--- src/rtl/pcseq_pkg.sv ---
package pcseq_pkg;
  typedef enum logic [2:0] {
    K_SEQ  = 3'd0,
    K_BRA  = 3'd1,
    K_JMP  = 3'd2,
    K_CALL = 3'd3,
    K_RET  = 3'd4
  } kind_t;

  typedef enum logic [1:0] {
    C_ZSET = 2'd0,
    C_ZCLR = 2'd1,
    C_CSET = 2'd2,
    C_CCLR = 2'd3
  } cond_t;
endpackage

--- src/rtl/pcseq_cond.sv ---
module pcseq_cond
  import pcseq_pkg::*;
(
  input  logic [1:0] sel_i,
  input  logic       z_i,
  input  logic       c_i,
  output logic       hit_o
);
  always_comb begin
    unique case (cond_t'(sel_i))
      C_ZSET:  hit_o = z_i;
      C_ZCLR:  hit_o = !z_i;
      C_CSET:  hit_o = c_i;
      default: hit_o = !c_i;
    endcase
  end
endmodule

--- src/rtl/pcseq_next.sv ---
module pcseq_next
  import pcseq_pkg::*;
#(
  parameter int ADDR_W = 12,
  parameter int DISP_W = 8
) (
  input  logic [2:0]        kind_i,
  input  logic              taken_i,
  input  logic [ADDR_W-1:0] pc_i,
  input  logic [DISP_W-1:0] disp_i,
  input  logic [ADDR_W-1:0] target_i,
  input  logic [ADDR_W-1:0] pop_addr_i,
  output logic [ADDR_W-1:0] next_o,
  output logic [ADDR_W-1:0] ret_addr_o,
  output logic              push_o,
  output logic              pop_o
);
  localparam int EXT_W = ADDR_W - DISP_W;

  logic [ADDR_W-1:0] inc;
  logic [ADDR_W-1:0] sext;

  assign inc        = pc_i + ADDR_W'(1);
  assign sext       = {{EXT_W{disp_i[DISP_W-1]}}, disp_i};
  assign ret_addr_o = inc;

  always_comb begin
    next_o = inc;
    push_o = 1'b0;
    pop_o  = 1'b0;
    unique case (kind_t'(kind_i))
      K_BRA:  if (taken_i) next_o = inc + sext;
      K_JMP:  next_o = target_i;
      K_CALL: begin
        next_o = target_i;
        push_o = 1'b1;
      end
      K_RET: begin
        next_o = pop_addr_i;
        pop_o  = 1'b1;
      end
      default: next_o = inc;
    endcase
  end
endmodule

--- src/rtl/pcseq_stack.sv ---
module pcseq_stack #(
  parameter int ADDR_W = 12,
  parameter int DEPTH  = 8
) (
  input  logic              clk,
  input  logic              rst_n,
  input  logic              push_i,
  input  logic              pop_i,
  input  logic [ADDR_W-1:0] push_addr_i,
  output logic [ADDR_W-1:0] top_addr_o,
  output logic [$clog2(DEPTH+1)-1:0] count_o,
  output logic              full_o,
  output logic              empty_o
);
  localparam int PTR_W = (DEPTH > 1) ? $clog2(DEPTH) : 1;
  localparam int CNT_W = $clog2(DEPTH+1);

  logic [ADDR_W-1:0] mem [DEPTH];
  logic [PTR_W-1:0]  wp;
  logic [CNT_W-1:0]  cnt;
  logic [PTR_W-1:0]  wp_prev;

  function automatic logic [PTR_W-1:0] ptr_up(input logic [PTR_W-1:0] p);
    return (p == PTR_W'(DEPTH-1)) ? '0 : p + PTR_W'(1);
  endfunction

  function automatic logic [PTR_W-1:0] ptr_dn(input logic [PTR_W-1:0] p);
    return (p == '0) ? PTR_W'(DEPTH-1) : p - PTR_W'(1);
  endfunction

  assign wp_prev    = ptr_dn(wp);
  assign empty_o    = (cnt == '0);
  assign full_o     = (cnt == CNT_W'(DEPTH));
  assign count_o    = cnt;
  assign top_addr_o = empty_o ? '0 : mem[wp_prev];

  always_ff @(posedge clk) begin
    if (push_i) mem[wp] <= push_addr_i;
  end

  always_ff @(posedge clk) begin
    if (!rst_n) begin
      wp  <= '0;
      cnt <= '0;
    end else if (push_i) begin
      wp <= ptr_up(wp);
      if (!full_o) cnt <= cnt + CNT_W'(1);
    end else if (pop_i && !empty_o) begin
      wp  <= wp_prev;
      cnt <= cnt - CNT_W'(1);
    end
  end
endmodule

--- src/rtl/pc_sequencer.sv ---
module pc_sequencer
  import pcseq_pkg::*;
#(
  parameter int ADDR_W = 12,
  parameter int DISP_W = 8,
  parameter int DEPTH  = 8
) (
  input  logic              clk,
  input  logic              rst_n,
  input  logic              step_i,
  input  logic [2:0]        kind_i,
  input  logic [1:0]        cond_sel_i,
  input  logic [DISP_W-1:0] disp_i,
  input  logic [ADDR_W-1:0] target_i,
  input  logic              flag_z_i,
  input  logic              flag_c_i,
  output logic [ADDR_W-1:0] pc_o,
  output logic [$clog2(DEPTH+1)-1:0] depth_o,
  output logic              stk_empty_o,
  output logic              stk_full_o,
  output logic              stk_ovf_o,
  output logic              stk_unf_o
);
  logic              taken;
  logic [ADDR_W-1:0] next_pc;
  logic [ADDR_W-1:0] ret_addr;
  logic [ADDR_W-1:0] top_addr;
  logic              push_req, pop_req;
  logic              push_en, pop_en;
  logic [ADDR_W-1:0] pc_q;
  logic              ovf_q, unf_q;

  pcseq_cond u_cond (
    .sel_i (cond_sel_i),
    .z_i   (flag_z_i),
    .c_i   (flag_c_i),
    .hit_o (taken)
  );

  pcseq_next #(.ADDR_W(ADDR_W), .DISP_W(DISP_W)) u_next (
    .kind_i     (kind_i),
    .taken_i    (taken),
    .pc_i       (pc_q),
    .disp_i     (disp_i),
    .target_i   (target_i),
    .pop_addr_i (top_addr),
    .next_o     (next_pc),
    .ret_addr_o (ret_addr),
    .push_o     (push_req),
    .pop_o      (pop_req)
  );

  assign push_en = step_i && push_req;
  assign pop_en  = step_i && pop_req;

  pcseq_stack #(.ADDR_W(ADDR_W), .DEPTH(DEPTH)) u_stack (
    .clk         (clk),
    .rst_n       (rst_n),
    .push_i      (push_en),
    .pop_i       (pop_en),
    .push_addr_i (ret_addr),
    .top_addr_o  (top_addr),
    .count_o     (depth_o),
    .full_o      (stk_full_o),
    .empty_o     (stk_empty_o)
  );

  always_ff @(posedge clk) begin
    if (!rst_n) begin
      pc_q  <= '0;
      ovf_q <= 1'b0;
      unf_q <= 1'b0;
    end else if (step_i) begin
      pc_q  <= next_pc;
      ovf_q <= push_req && stk_full_o;
      unf_q <= pop_req && stk_empty_o;
    end
  end

  assign pc_o      = pc_q;
  assign stk_ovf_o = ovf_q;
  assign stk_unf_o = unf_q;
endmodule

--- config.mk ---
export PLATFORM = sky130hd
export DESIGN_NAME = pc_sequencer
export DESIGN_NICKNAME = d
export VERILOG_FILES = /design/src/rtl/pcseq_pkg.sv /design/src/rtl/pcseq_cond.sv /design/src/rtl/pcseq_next.sv /design/src/rtl/pcseq_stack.sv /design/src/rtl/pc_sequencer.sv
export SDC_FILE = /design/constraint.sdc
export NUM_CORES = 1
export LEC_CHECK = 0
export ABC_AREA = 1
export ABC_CLOCK_PERIOD_IN_PS = 3100
export CAP_MARGIN = 15
export CORE_MARGIN = 5
export CORE_UTILIZATION = 55
export CTS_BUF_LIST = sky130_fd_sc_hd__clkbuf_16
export DETAILED_ROUTE_END_ITERATION = 8
export PLACE_DENSITY = 0.76
export SKIP_CTS_REPAIR_TIMING = 1
export SLEW_MARGIN = 20
export SYNTH_ARGS = -nofsm -noshare
export SYNTH_HDL_FRONTEND = slang
export SYNTH_SLANG_ARGS = --single-unit
--- constraint.sdc ---
create_clock -name clk -period 3.1 [get_ports clk]
set_clock_uncertainty 0.1 [all_clocks]
set_input_delay 0.62 -clock clk [delete_from_list [all_inputs] [get_ports clk]]
set_output_delay 0.62 -clock clk [all_outputs]
set_load 0.005 [all_outputs]
==> results by group, run 1 <==
Die
  – Cell Rows: 37
  – Boundary pin count: 50
  – Initial cell density of the core: 56.62%
  – Height of the die: 113.3 um
  – Width of the die: 113.3 um
  – Total die area: 12840 um^2
  – Std-Cell Core Area: 10370 um^2

Hold path
  – Hold path start: u_stack.count_o[3]
  – End of the worst hold path: u_stack.count_o[3]
  – Class of the most critical hold timing path: register to register
  – Instance count along the most critical hold path: 1

Clock network
  – Clock Sinks: 117
  – Clock insertion delay at the later pin of the skew report: 0.41 ns
  – Clock root buffer master: sky130_fd_sc_hd__clkbuf_16
  – Number of buffers added by the clock tree synthesis step: 17
  – Worst-path clk slew: 0.06 ns
  – Number of H-tree levels: 4
  – TritonCTS clock tree: yes
  – Maximum clock insertion buffer count: 2

Synthesis
  – Synth Flop Type: sky130_fd_sc_hd__edfxtp_1
  – Leading post-synthesis cells by instance count: 176 x sky130_fd_sc_hd__nand2_1, 96 x sky130_fd_sc_hd__edfxtp_1, 60 x sky130_fd_sc_hd__a21oi_1
  – Most frequent cell after synthesis: sky130_fd_sc_hd__nand2_1
  – Post-synthesis instance area: 5872 um^2
  – Total nets after synthesis: 680
  – Number of distinct standard cells referenced by the synthesized netlist: 41
  – Count of mapped cells out of synthesis: 626
  – Cell types with the largest area share after synthesis: sky130_fd_sc_hd__edfxtp_1 49%, sky130_fd_sc_hd__nand2_1 11%, sky130_fd_sc_hd__dfxtp_1 7.2%, sky130_fd_sc_hd__a21oi_1 5.1%, sky130_fd_sc_hd__ha_1 4.7%
  – Number of warnings printed during yosys synthesis: 0
  – Syn Area/Cell: 9.380 um^2
  – Largest area contributor in the netlist: sky130_fd_sc_hd__edfxtp_1
  – Number of synthesized register bits: 117
  – Part of the Yosys area used for sequential elements: 56.25%
  – Share of async-settable or async-resettable flops after synthesis: 0%
  – Number of enable flip-flop cells after synthesis: 96
  – Top cell type's share of synthesized area: 49.09%

Run status
  – Status: finished, final reports clean

Placement
  – RePlAce Congestion: 1.004
  – Cell area reported after detailed placement: 6704 um^2
  – Number of input and output port buffers inserted: 49
  – Post-DP HPWL: 10.80 mm

STA
  – Clock period minus final worst setup slack: 2.879 ns
  – Number of pins exceeding their max-slew limit in the final report: 0
  – Final setup fails: 0
  – Number of hold violations in the final report: 0
  – Fmax: 347.3 MHz
  – Worst slew margin relative to its limit: 65.04%
  – Unrepaired setup endpoints after global routing: false
  – Tightest Pin Transition: 0.5244 ns
  – Setup TNS: 0 ns
  – Ratio of final minimum period to clock period: 92.88%
  – Hold WS: 0.3917 ns

Global route
  – Via count of the first global-routing pass: 4879
  – Global-route wire length before repair: 24.98 mm
  – Total gr overflow: 0
  – Combined global-route utilization of all metal layers: 25.10%
  – Pin count of the biggest net entering global routing: 30
  – Initial antenna violation count: 0

Final layout
  – Area overhead of the layout relative to synthesis: 24.44%
  – Fraction of layout instances using a drive strength above 1: 10.97%
  – Diode insertion count for antenna repair: 0
  – Filler instances: 781
  – Fin area: 7307 um^2
  – Post-layout net count: 762

Critical path
  – Reg2reg setup slack: 0.22 ns
  – Path type of the worst setup path: register to register
  – CP required: 3.34 ns
  – Worst Reg2Reg Path Length in Cells: 19
  – CP startpoint kind: register
  – Critical Path Sink Type: register
  – Crit-path max FO: 10
  – Crit path DAT: 3.12 ns
  – Capture instance of the worst register-to-register path: pc_o[11]
  – Reg-to-Reg Start: pc_o[1]

Drt
  – Residual antenna-violating net count after detailed routing: 0
  – Number of DRC violations after detailed routing: 0
  – First DRT Iteration DRCs: 426
  – Vias per cell: 5.724
  – Total number of vias: 4900
  – Routed len/inst: 18.21 um
  – Final routed wirelength across all metal layers: 15.59 mm
  – Detailed-routing iteration count for the pre-antenna-repair pass: 6

Power
  – Cell leakage power: 2.990 nW
  – Largest vdd supply drop: 0.4094 mV
  – Total power density per cell area: 575.6 nW/um^2

Flow run
  – Number of violations of the max-capacitance limit: 0
-- report_power, final --
group | leakage (nW) | total, W | switching [W] | internal [W]
clock | 0.303 | 0.00199 | 0.000670 | 0.00132
sequential | 1.05 | 0.00176 | 0.0000227 | 0.00174
combinational | 1.64 | 0.000456 | 0.000272 | 0.000184
total | 2.99 | 0.00421 | 0.000966 | 0.00324
-- worst max-delay path: stages (launching register included) --
cell	delay, ns
sky130_fd_sc_hd__dfxtp_1	0.38
sky130_fd_sc_hd__ha_1	0.20
sky130_fd_sc_hd__and3_1	0.22
sky130_fd_sc_hd__nand3_1	0.13
sky130_fd_sc_hd__xor2_1	0.24
sky130_fd_sc_hd__inv_2	0.15
sky130_fd_sc_hd__ha_1	0.36
sky130_fd_sc_hd__nand2_1	0.13
sky130_fd_sc_hd__inv_1	0.07
sky130_fd_sc_hd__nand2_1	0.07
sky130_fd_sc_hd__nand2_1	0.05
sky130_fd_sc_hd__nand2_1	0.10
sky130_fd_sc_hd__nand3_1	0.09
sky130_fd_sc_hd__nand2_1	0.08
sky130_fd_sc_hd__nand3_1	0.08
sky130_fd_sc_hd__nand2_1	0.08
sky130_fd_sc_hd__nand3_1	0.06
sky130_fd_sc_hd__nand2_1	0.07
sky130_fd_sc_hd__nand2_1	0.04
sky130_fd_sc_hd__a21oi_1	0.11
-- final cells by class --
type	count	area (um^2)	area share, %
Clock buffer	17	425.4	5.822
Clock inverter	14	170.2	2.329
Inverter	62	235.2	3.219
Multi-Input combinational cell	427	2245	30.72
Sequential cell	117	3303	45.21
Tap cell	136	170.2	2.329
Timing Repair Buffer	83	758.2	10.38
-- cell families after synthesis --
kind of cell    after synthesis  synth area share (%)
simple gates                286                 20.75
flops                       117                 56.25
compound gates              103                 9.887
buf+inv                      82                 5.647
fa+ha+maj                    24                 5.370
xor+xnor                     14                 2.088
-- registers in the layout, indices dropped and copies added, names as in the netlist --
register         count
pc_o                12
stk_unf_o            1
u_stack.mem         96
stk_ovf_o            1
u_stack.wp           3
u_stack.count_o      4
-- through the flow --
| stage | power [W] | setup WS, ns | util [%] | cells |
|---|---|---|---|---|
| after CTS | 0.004198 | 0.2085 | 70.39 | 856 |
| after floorplan | 0.002041 | 0.3512 | - | 626 |
| after global routing | 0.004352 | 0.002819 | 70.46 | 856 |
| final | 0.004206 | 0.2206 | 70.46 | 856 |
| after detailed placement | 0.002232 | 0.2205 | 64.65 | 825 |
| after global placement | 0.002219 | 0.3041 | 64.65 | 825 |
-- metal layers --
layer	vias to the layer above	part of all wire, %	GRT usage, %
li1	2310	-	-
met1	2280	40	32.46
met2	276	49	41.59
met3	34	8.7	4.920
met4	0	2.4	10.18
met5	-	0	0
-- worst max-delay path by stage --
stage / from / to / slack [ns] / depth (start not counted)
CTS: pc_o[1] / pc_o[9] / 0.21 / 15
finish: pc_o[1] / pc_o[11] / 0.22 / 19
global route: pc_o[0] / pc_o[11] / 0.003 / 19
floorplan: pc_o[0] / pc_o[11] / 0.35 / 18
global placement: pc_o[0] / pc_o[9] / 0.30 / 15
detailed placement: pc_o[1] / pc_o[9] / 0.22 / 15
-- placed cells by master, fill, tap and decap left out, drive strengths merged, types with 12 or more instances in the layout --
| master | n |
|---|---|
| xor2 | 12 |
| nand3 | 54 |
| inv | 63 |
| clkbuf | 17 |
| buf | 34 |
| clkdlybuf4s50 | 49 |
| edfxtp | 96 |
| nand2 | 177 |
| ha | 22 |
| o21ai | 21 |
| a21oi | 60 |
| nor2 | 41 |
| dfxtp | 21 |
Note: power is estimated with default switching activity, not from simulation.
==> run 2: changes to the inputs <==
--- a/config.mk
+++ b/config.mk
@@ -8,11 +8,13 @@
 export ABC_AREA = 1
 export ABC_CLOCK_PERIOD_IN_PS = 3100
 export CAP_MARGIN = 15
+export CELL_PAD_IN_SITES_DETAIL_PLACEMENT = 1
+export CELL_PAD_IN_SITES_GLOBAL_PLACEMENT = 1
 export CORE_MARGIN = 5
-export CORE_UTILIZATION = 55
+export CORE_UTILIZATION = 45
 export CTS_BUF_LIST = sky130_fd_sc_hd__clkbuf_16
 export DETAILED_ROUTE_END_ITERATION = 8
-export PLACE_DENSITY = 0.76
+export PLACE_DENSITY_LB_ADDON = 0.1
 export SKIP_CTS_REPAIR_TIMING = 1
 export SLEW_MARGIN = 20
 export SYNTH_ARGS = -nofsm -noshare
==> run 2 against run 1 <==
Net effect: clock-buffer cell count unchanged; register-to-register slack improved by 0.05 ns; die area increased by 20%; critical endpoint is now pc_o[9]; first-iteration DRC count decreased by 31%; wire length increased by 11%; final cell count increased by 4.8%; sequential power about the same.
==> results by group, run 2 (synthesized netlist as in run 1, its figures left out) <==
Critical path
  – Cell family with the largest share of critical-path delay: simple AND/OR/NAND/NOR gates
  – Path type of the worst setup path: register to register
  – Crit path DAT: 3.04 ns (-0.08 ns)
  – Top cell by count, worst path: sky130_fd_sc_hd__nand2_1
  – Slowest cell on the critical path: sky130_fd_sc_hd__dfxtp_1
  – Critical Path Sink Type: register
  – Ordered list of cells on the worst path: ha_1 -> and3_1 -> xor2_1 -> inv_2 -> ha_1 -> nand2_1 -> inv_1 -> a21oi_1 -> o21ai_0 -> nand3_1 -> nand2_1 -> nand2_1 -> nand3_1 -> nand3_1 -> nand2_1 -> inv_1
  – Crit-path max FO: 10 (unchanged)
  – CP startpoint kind: register
  – Worst path max stage delay: 0.37 ns (about the same)
  – Launch point of the critical path: pc_o[1]
  – Count of buffer and inverter cells on the critical path: 3 (+1)
  – CP required: 3.31 ns (-0.03 ns)
  – Reg-to-Reg Start: pc_o[1]

Global route
  – Total gr overflow: 0 (unchanged)
  – Combined global-route utilization of all metal layers: 22.96% (-2.1 points)
  – Global-route wire length before repair: 27.67 mm (+11%)
  – Via count of the first global-routing pass: 5151 (+5.6%)
  – Initial antenna violation count: 0 (unchanged)
  – Pin count of the biggest net entering global routing: 40 (+33%)

Final layout
  – Fraction of layout instances using a drive strength above 1: 11.72% (+0.75 points)
  – Flip-flop count of the largest register after layout: 96 (unchanged)
  – Commonest non-fill, non-tap cells in the layout: 176 x sky130_fd_sc_hd__nand2_1, 96 x sky130_fd_sc_hd__edfxtp_1, 59 x sky130_fd_sc_hd__a21oi_1
  – Area used by multi-input combinational logic: 2246 um^2 (about the same)
  – Post-layout net count: 769 (+0.92%)
  – Top register by number of flip-flops: u_stack.mem
  – Storage cell area: 3303 um^2 (unchanged)
  – Commonest non-fill, non-tap cell in the layout: sky130_fd_sc_hd__nand2_1
  – Filler instances: 1508 (+93%)
  – Area overhead of the layout relative to synthesis: 24.10%
  – Diode insertion count for antenna repair: 0 (unchanged)

Power
  – Net Sw Power: 0.0009418 W (-2.5%)
  – Fraction of power spent switching nets: 24.52% (+1.6 points)
  – Proportion of power drawn by combinational gates: 12.3% (+1.4 points)
  – Total power density per cell area: 527.1 nW/um^2 (-8.4%)
  – Cell leakage power: 2.959 nW (-1.0%)
  – Largest vdd supply drop: 0.2680 mV (-35%)
  – Pint: 0.002899 W (-11%)
  – Sequential share of power: 45.8% (+4.0 points)
  – Power share of the clock group: 41.8% (-5.5 points)

Drt
  – Residual antenna-violating net count after detailed routing: 0 (unchanged)
  – Detailed-routing iteration count for the pre-antenna-repair pass: 5 (-1)
  – Number of DRC violations after detailed routing: 0 (unchanged)
  – Vias per cell: 5.406 (-5.6%)
  – Routed len/inst: 19.32 um (+6.1%)
  – First DRT Iteration DRCs: 295 (-31%)
  – Final routed wirelength across all metal layers: 17.33 mm (+11%)
  – Total number of vias: 4849 (-1.0%)

Die
  – Height of the die: 124.2 um (+9.6%)
  – Total die area: 15430 um^2 (+20%)
  – Std-Cell Core Area: 12720 um^2 (+23%)
  – Boundary pin count: 50 (unchanged)
  – Initial cell density of the core: 46.15% (-10 points)
  – Width of the die: 124.2 um (+9.6%)
  – Cell Rows: 41 (+11%)

Hold path
  – Class of the most critical hold timing path: register to register
  – Hold path start: u_stack.count_o[3]

Placement
  – RePlAce Congestion: 0.8874 (-12%)
  – Post-DP HPWL: 12.60 mm (+17%)
  – Number of input and output port buffers inserted: 49 (unchanged)

Clock network
  – Number of buffers added by the clock tree synthesis step: 17 (unchanged)
  – Clock Sinks: 117 (unchanged)
  – Maximum clock insertion buffer count: 2 (unchanged)
  – Clock insertion delay at the later pin of the skew report: 0.41 ns (about the same)
  – Number of H-tree levels: 4 (unchanged)
  – Clock root buffer master: sky130_fd_sc_hd__clkbuf_16
  – TritonCTS clock tree: yes
  – Worst-path clk slew: 0.05 ns (about the same)

STA
  – Number of pins exceeding their max-slew limit in the final report: 0 (unchanged)
  – Tightest Pin Transition: 0.5649 ns (+0.04057 ns)
  – Final setup fails: 0 (unchanged)
  – Number of hold violations in the final report: 0 (unchanged)
  – Setup TNS: 0 ns (unchanged)
  – Ratio of final minimum period to clock period: 91.32% (-1.6 points)
  – Fmax: 353.2 MHz (+1.7%)
  – Clock period minus final worst setup slack: 2.831 ns (-0.04837 ns)
  – Hold WS: 0.3763 ns (-0.01541 ns)
  – Unrepaired setup endpoints after global routing: false
  – Worst slew margin relative to its limit: 62.33% (-2.7 points)

Flow run
  – Number of violations of the max-capacitance limit: 0 (unchanged)

Run status
  – Status: finished, final reports clean
[run 2: cell count changes in the layout (fill, tap and decap cells not counted), moves of 2 or more]
cell                        previous run  this run
sky130_fd_sc_hd__clkinv_4              2         0
sky130_fd_sc_hd__buf_4                33        40
sky130_fd_sc_hd__nor2_1               36        34
sky130_fd_sc_hd__nor2_2                2         4
sky130_fd_sc_hd__bufinv_16             4         0
sky130_fd_sc_hd__clkinv_1              5         7
sky130_fd_sc_hd__clkinv_2              2         5
[run 2: worst register-to-register path, stage by stage, from the launching register on]
cell	delay (ns)
sky130_fd_sc_hd__dfxtp_1	0.37
sky130_fd_sc_hd__ha_1	0.21
sky130_fd_sc_hd__and3_1	0.22
sky130_fd_sc_hd__xor2_1	0.18
sky130_fd_sc_hd__inv_2	0.12
sky130_fd_sc_hd__ha_1	0.35
sky130_fd_sc_hd__nand2_1	0.09
sky130_fd_sc_hd__inv_1	0.06
sky130_fd_sc_hd__a21oi_1	0.10
sky130_fd_sc_hd__o21ai_0	0.34
sky130_fd_sc_hd__nand3_1	0.18
sky130_fd_sc_hd__nand2_1	0.09
sky130_fd_sc_hd__nand2_1	0.05
sky130_fd_sc_hd__nand3_1	0.08
sky130_fd_sc_hd__nand3_1	0.09
sky130_fd_sc_hd__nand2_1	0.07
sky130_fd_sc_hd__inv_1	0.04
[run 2: final timing paths]
| kind | end | cells after the start | slack, ns |
|---|---|---|---|
| max | pc_o[9] | 16 | 0.27 |
| min | u_stack.count_o[3] | 1 | 0.38 |
| max reg2reg | pc_o[9] | 16 | 0.27 |
| min reg2reg | u_stack.count_o[3] | 1 | 0.38 |
[run 2: cell type report]
cell class	instances	area share, %
Clock inverter	12	0.7040
Sequential cell	117	45.33
Timing Repair Buffer	90	11.13
Tap cell	172	2.953
Multi-Input combinational cell	427	30.82
Clock buffer	17	5.838
Inverter	62	3.228
[run 2: power by group through the flow]
stage                     registers [W]  clock network, W  logic (W)
after floorplan                 0.00179                 0   0.000253
after global placement          0.00179                 0   0.000448
after detailed placement        0.00179                 0   0.000468
after CTS                       0.00176           0.00163   0.000473
after global routing            0.00176           0.00172   0.000524
final                           0.00176           0.00161   0.000474
[run 2: metal layers]
layer  track usage [%]  vias to the layer above  part of all wire [%]
li1                  -                     2321                     -
met1             29.77                     2384                    44
met2             38.23                      121                    49
met3             4.117                       23                   4.2
met4             8.962                        0                   2.1
met5                 0                        -                     0
[run 2: through the flow]
stage          power, W  setup slack (ns)  util [%]  std cells  cell area, um^2
3_5_place_dp   0.002257            0.1021     53.46        868             6802
3_3_place_gp   0.002236            0.2312     53.46        868             6802
2_1_floorplan  0.002041            0.3512         -        626             5872
4_1_cts        0.003866            0.2028     57.21        897             7278
5_1_grt        0.004005           0.01841     57.28        897             7287
6_report       0.003841            0.2690     57.28        897             7287
==> run 3: changes to the inputs <==
--- a/config.mk
+++ b/config.mk
@@ -11,12 +11,10 @@
 export CELL_PAD_IN_SITES_DETAIL_PLACEMENT = 1
 export CELL_PAD_IN_SITES_GLOBAL_PLACEMENT = 1
 export CORE_MARGIN = 5
-export CORE_UTILIZATION = 45
-export CTS_BUF_LIST = sky130_fd_sc_hd__clkbuf_16
+export CORE_UTILIZATION = 47
+export CTS_BUF_LIST = sky130_fd_sc_hd__clkbuf_4 sky130_fd_sc_hd__clkbuf_8
 export DETAILED_ROUTE_END_ITERATION = 8
 export PLACE_DENSITY_LB_ADDON = 0.1
-export SKIP_CTS_REPAIR_TIMING = 1
-export SLEW_MARGIN = 20
 export SYNTH_ARGS = -nofsm -noshare
 export SYNTH_HDL_FRONTEND = slang
 export SYNTH_SLANG_ARGS = --single-unit
==> run 3 against run 2 <==
Net effect: register-to-register slack got worse by 0.06 ns; clock power is 6% lower; worst hold slack better by 0.020 ns; critical path type unchanged; largest power group unchanged.
==> results by group, run 3 (synthesized netlist as in run 1, its figures left out) <==
Final layout
  – Commonest non-fill, non-tap cell in the layout: sky130_fd_sc_hd__nand2_1
  – Diode insertion count for antenna repair: 0 (unchanged)
  – End-of-flow core utilization: 59.86% (+2.6 points)
  – Commonest non-fill, non-tap cells in the layout: 176 x sky130_fd_sc_hd__nand2_1, 96 x sky130_fd_sc_hd__edfxtp_1, 59 x sky130_fd_sc_hd__a21oi_1
  – Post-layout net count: 768 (-0.13%)
  – Top register by number of flip-flops: u_stack.mem
  – Flip-flop count of the largest register after layout: 96 (unchanged)
  – Area used by multi-input combinational logic: 2263 um^2 (+0.78%)
  – Filler instances: 1402 (-7.0%)
  – Fraction of layout instances using a drive strength above 1: 12.52% (+0.79 points)
  – Storage cell area: 3303 um^2 (unchanged)
  – Area overhead of the layout relative to synthesis: 23.46%

STA
  – Clock period minus final worst setup slack: 2.891 ns (+0.06014 ns)
  – Ratio of final minimum period to clock period: 93.26% (+1.9 points)
  – Number of pins exceeding their max-slew limit in the final report: 0 (unchanged)
  – Unrepaired setup endpoints after global routing: false
  – Setup TNS: 0 ns (unchanged)
  – Hold WS: 0.3959 ns (+0.01958 ns)
  – Tightest Pin Transition: 0.5219 ns (-0.04303 ns)
  – Worst slew margin relative to its limit: 65.20% (+2.9 points)
  – Fmax: 345.9 MHz (-2.1%)
  – Number of hold violations in the final report: 0 (unchanged)
  – Final setup fails: 0 (unchanged)

Critical path
  – CP required: 3.35 ns (+0.04 ns)
  – Path type of the worst setup path: register to register
  – CP startpoint kind: register
  – Crit-path max FO: 10 (unchanged)
  – Critical Path Sink Type: register
  – Crit path DAT: 3.14 ns (+0.10 ns)

Die
  – Total die area: 14830 um^2 (-3.9%)
  – Std-Cell Core Area: 12110 um^2 (-4.8%)
  – Width of the die: 121.8 um (-2.0%)
  – Boundary pin count: 50 (unchanged)
  – Height of the die: 121.8 um (-2.0%)
  – Initial cell density of the core: 48.48% (+2.3 points)
  – Cell Rows: 40 (-2.4%)

Drt
  – Detailed-routing iteration count for the pre-antenna-repair pass: 5 (unchanged)
  – Number of DRC violations after detailed routing: 0 (unchanged)
  – Residual antenna-violating net count after detailed routing: 0 (unchanged)
  – Final routed wirelength across all metal layers: 18.38 mm (+6.0%)
  – Routed len/inst: 20.54 um (+6.3%)
  – Total number of vias: 4932 (+1.7%)
  – Vias per cell: 5.511 (+1.9%)
  – First DRT Iteration DRCs: 362 (+23%)

Clock network
  – Clock insertion delay at the later pin of the skew report: 0.45 ns (+0.04 ns)
  – Number of buffers added by the clock tree synthesis step: 17 (unchanged)
  – Clock root buffer master: sky130_fd_sc_hd__clkbuf_8
  – Number of H-tree levels: 4 (unchanged)
  – Clock Sinks: 117 (unchanged)
  – Maximum clock insertion buffer count: 2 (unchanged)
  – Number of hold buffers added after CTS: 0
  – TritonCTS clock tree: yes
  – Worst-path clk slew: 0.07 ns (+0.02 ns)

Global route
  – Total gr overflow: 0 (unchanged)
  – Initial antenna violation count: 0 (unchanged)
  – Combined global-route utilization of all metal layers: 26.38% (+3.4 points)
  – Via count of the first global-routing pass: 5462 (+6.0%)
  – Pin count of the biggest net entering global routing: 26 (-35%)
  – Global-route wire length before repair: 29.32 mm (+6.0%)

Power
  – Proportion of power drawn by combinational gates: 12.8% (+0.5 points)
  – Net Sw Power: 0.0009300 W (-1.3%)
  – Pint: 0.002826 W (-2.5%)
  – Cell leakage power: 2.932 nW (-0.93%)
  – Total power density per cell area: 518.1 nW/um^2 (-1.7%)
  – Post-layout power: 0.003756 W (-2.2%)
  – Largest vdd supply drop: 0.2494 mV (-6.9%)
  – Sequential share of power: 46.8% (+1.0 points)
  – Fraction of power spent switching nets: 24.76% (+0.24 points)
  – Power share of the clock group: 40.4% (-1.4 points)

Hold path
  – Class of the most critical hold timing path: register to register

Flow run
  – Number of violations of the max-capacitance limit: 0 (unchanged)

Placement
  – Post-DP HPWL: 13.08 mm (+3.8%)
  – Number of input and output port buffers inserted: 49 (unchanged)
  – RePlAce Congestion: 0.8699 (-2.0%)

Run status
  – Status: finished, final reports clean
==> run 3: cell types whose count changed in the layout (fill, tap and decap cells not counted), sizes merged <==
cell / change
buf: -1
bufinv: +4
clkbuf: +4
clkinv: -4
clkinvlp: +1
inv: -2
==> run 3: per-layer routing <==
| layer | global-route usage, % | part of all wire, % |
|---|---|---|
| met2 | 46.55 | 51 |
| met4 | 7.773 | 1.5 |
| met1 | 32.43 | 41 |
| met5 | 0 | 0 |
| met3 | 5.803 | 5.8 |
==> run 3: stage by stage <==
stage | std cells | cell area (um^2) | worst slack [ns]
2_1_floorplan | 626 | 5872 | 0.3512
3_3_place_gp | 863 | 6802 | 0.2571
3_5_place_dp | 863 | 6802 | 0.1807
4_1_cts | 895 | 7223 | 0.1264
5_1_grt | 895 | 7249 | 0.02889
6_report | 895 | 7249 | 0.2088
==> run 3: worst paths after layout <==
path,startpoint,end,slack [ns],depth (start not counted)
max,pc_o[0],pc_o[9],0.21,16
min,u_stack.count_o[3],u_stack.count_o[3],0.40,1
max reg2reg,pc_o[0],pc_o[9],0.21,16
min reg2reg,u_stack.count_o[3],u_stack.count_o[3],0.40,1
==> run 3: what timing repair did <==
item / in CTS / in global routing
endpoints found under the setup margin: 0 / 2
resized for setup: 0 / 5
setup buffers: 0 / 0
==> run 3: critical path, stage by stage (launching register included) <==
cell and delay, ns:
sky130_fd_sc_hd__dfxtp_1 0.39, sky130_fd_sc_hd__ha_1 0.21, sky130_fd_sc_hd__and3_1 0.23, sky130_fd_sc_hd__xor2_1 0.19
sky130_fd_sc_hd__inv_1 0.19, sky130_fd_sc_hd__ha_1 0.38, sky130_fd_sc_hd__nand2_1 0.10, sky130_fd_sc_hd__inv_1 0.06
sky130_fd_sc_hd__a21oi_1 0.09, sky130_fd_sc_hd__o21ai_1 0.22, sky130_fd_sc_hd__nand3_1 0.16, sky130_fd_sc_hd__nand2_1 0.09
sky130_fd_sc_hd__nand2_1 0.06, sky130_fd_sc_hd__nand3_1 0.10, sky130_fd_sc_hd__nand3_1 0.09, sky130_fd_sc_hd__nand2_1 0.08
sky130_fd_sc_hd__inv_1 0.04
==> run 3: area by class of cell <==
type                    instances  share of cell area [%]
inverters                      62                   3.245
flip-flops and latches        117                   45.56
multi-input cells             427                   31.22
well taps                     168                   2.900
clock buffers                  21                   3.642
repair buffers                 89                   11.25
clock inverters                11                   2.175
==> run 3: power by group through the flow <==
stage | logic [W] | clock network [W] | registers [W]
finish | 0.000480 | 0.00152 | 0.00176
global route | 0.000529 | 0.00163 | 0.00176
CTS | 0.000474 | 0.00153 | 0.00176
detailed placement | 0.000467 | 0 | 0.00179
global placement | 0.000446 | 0 | 0.00179
floorplan | 0.000253 | 0 | 0.00179
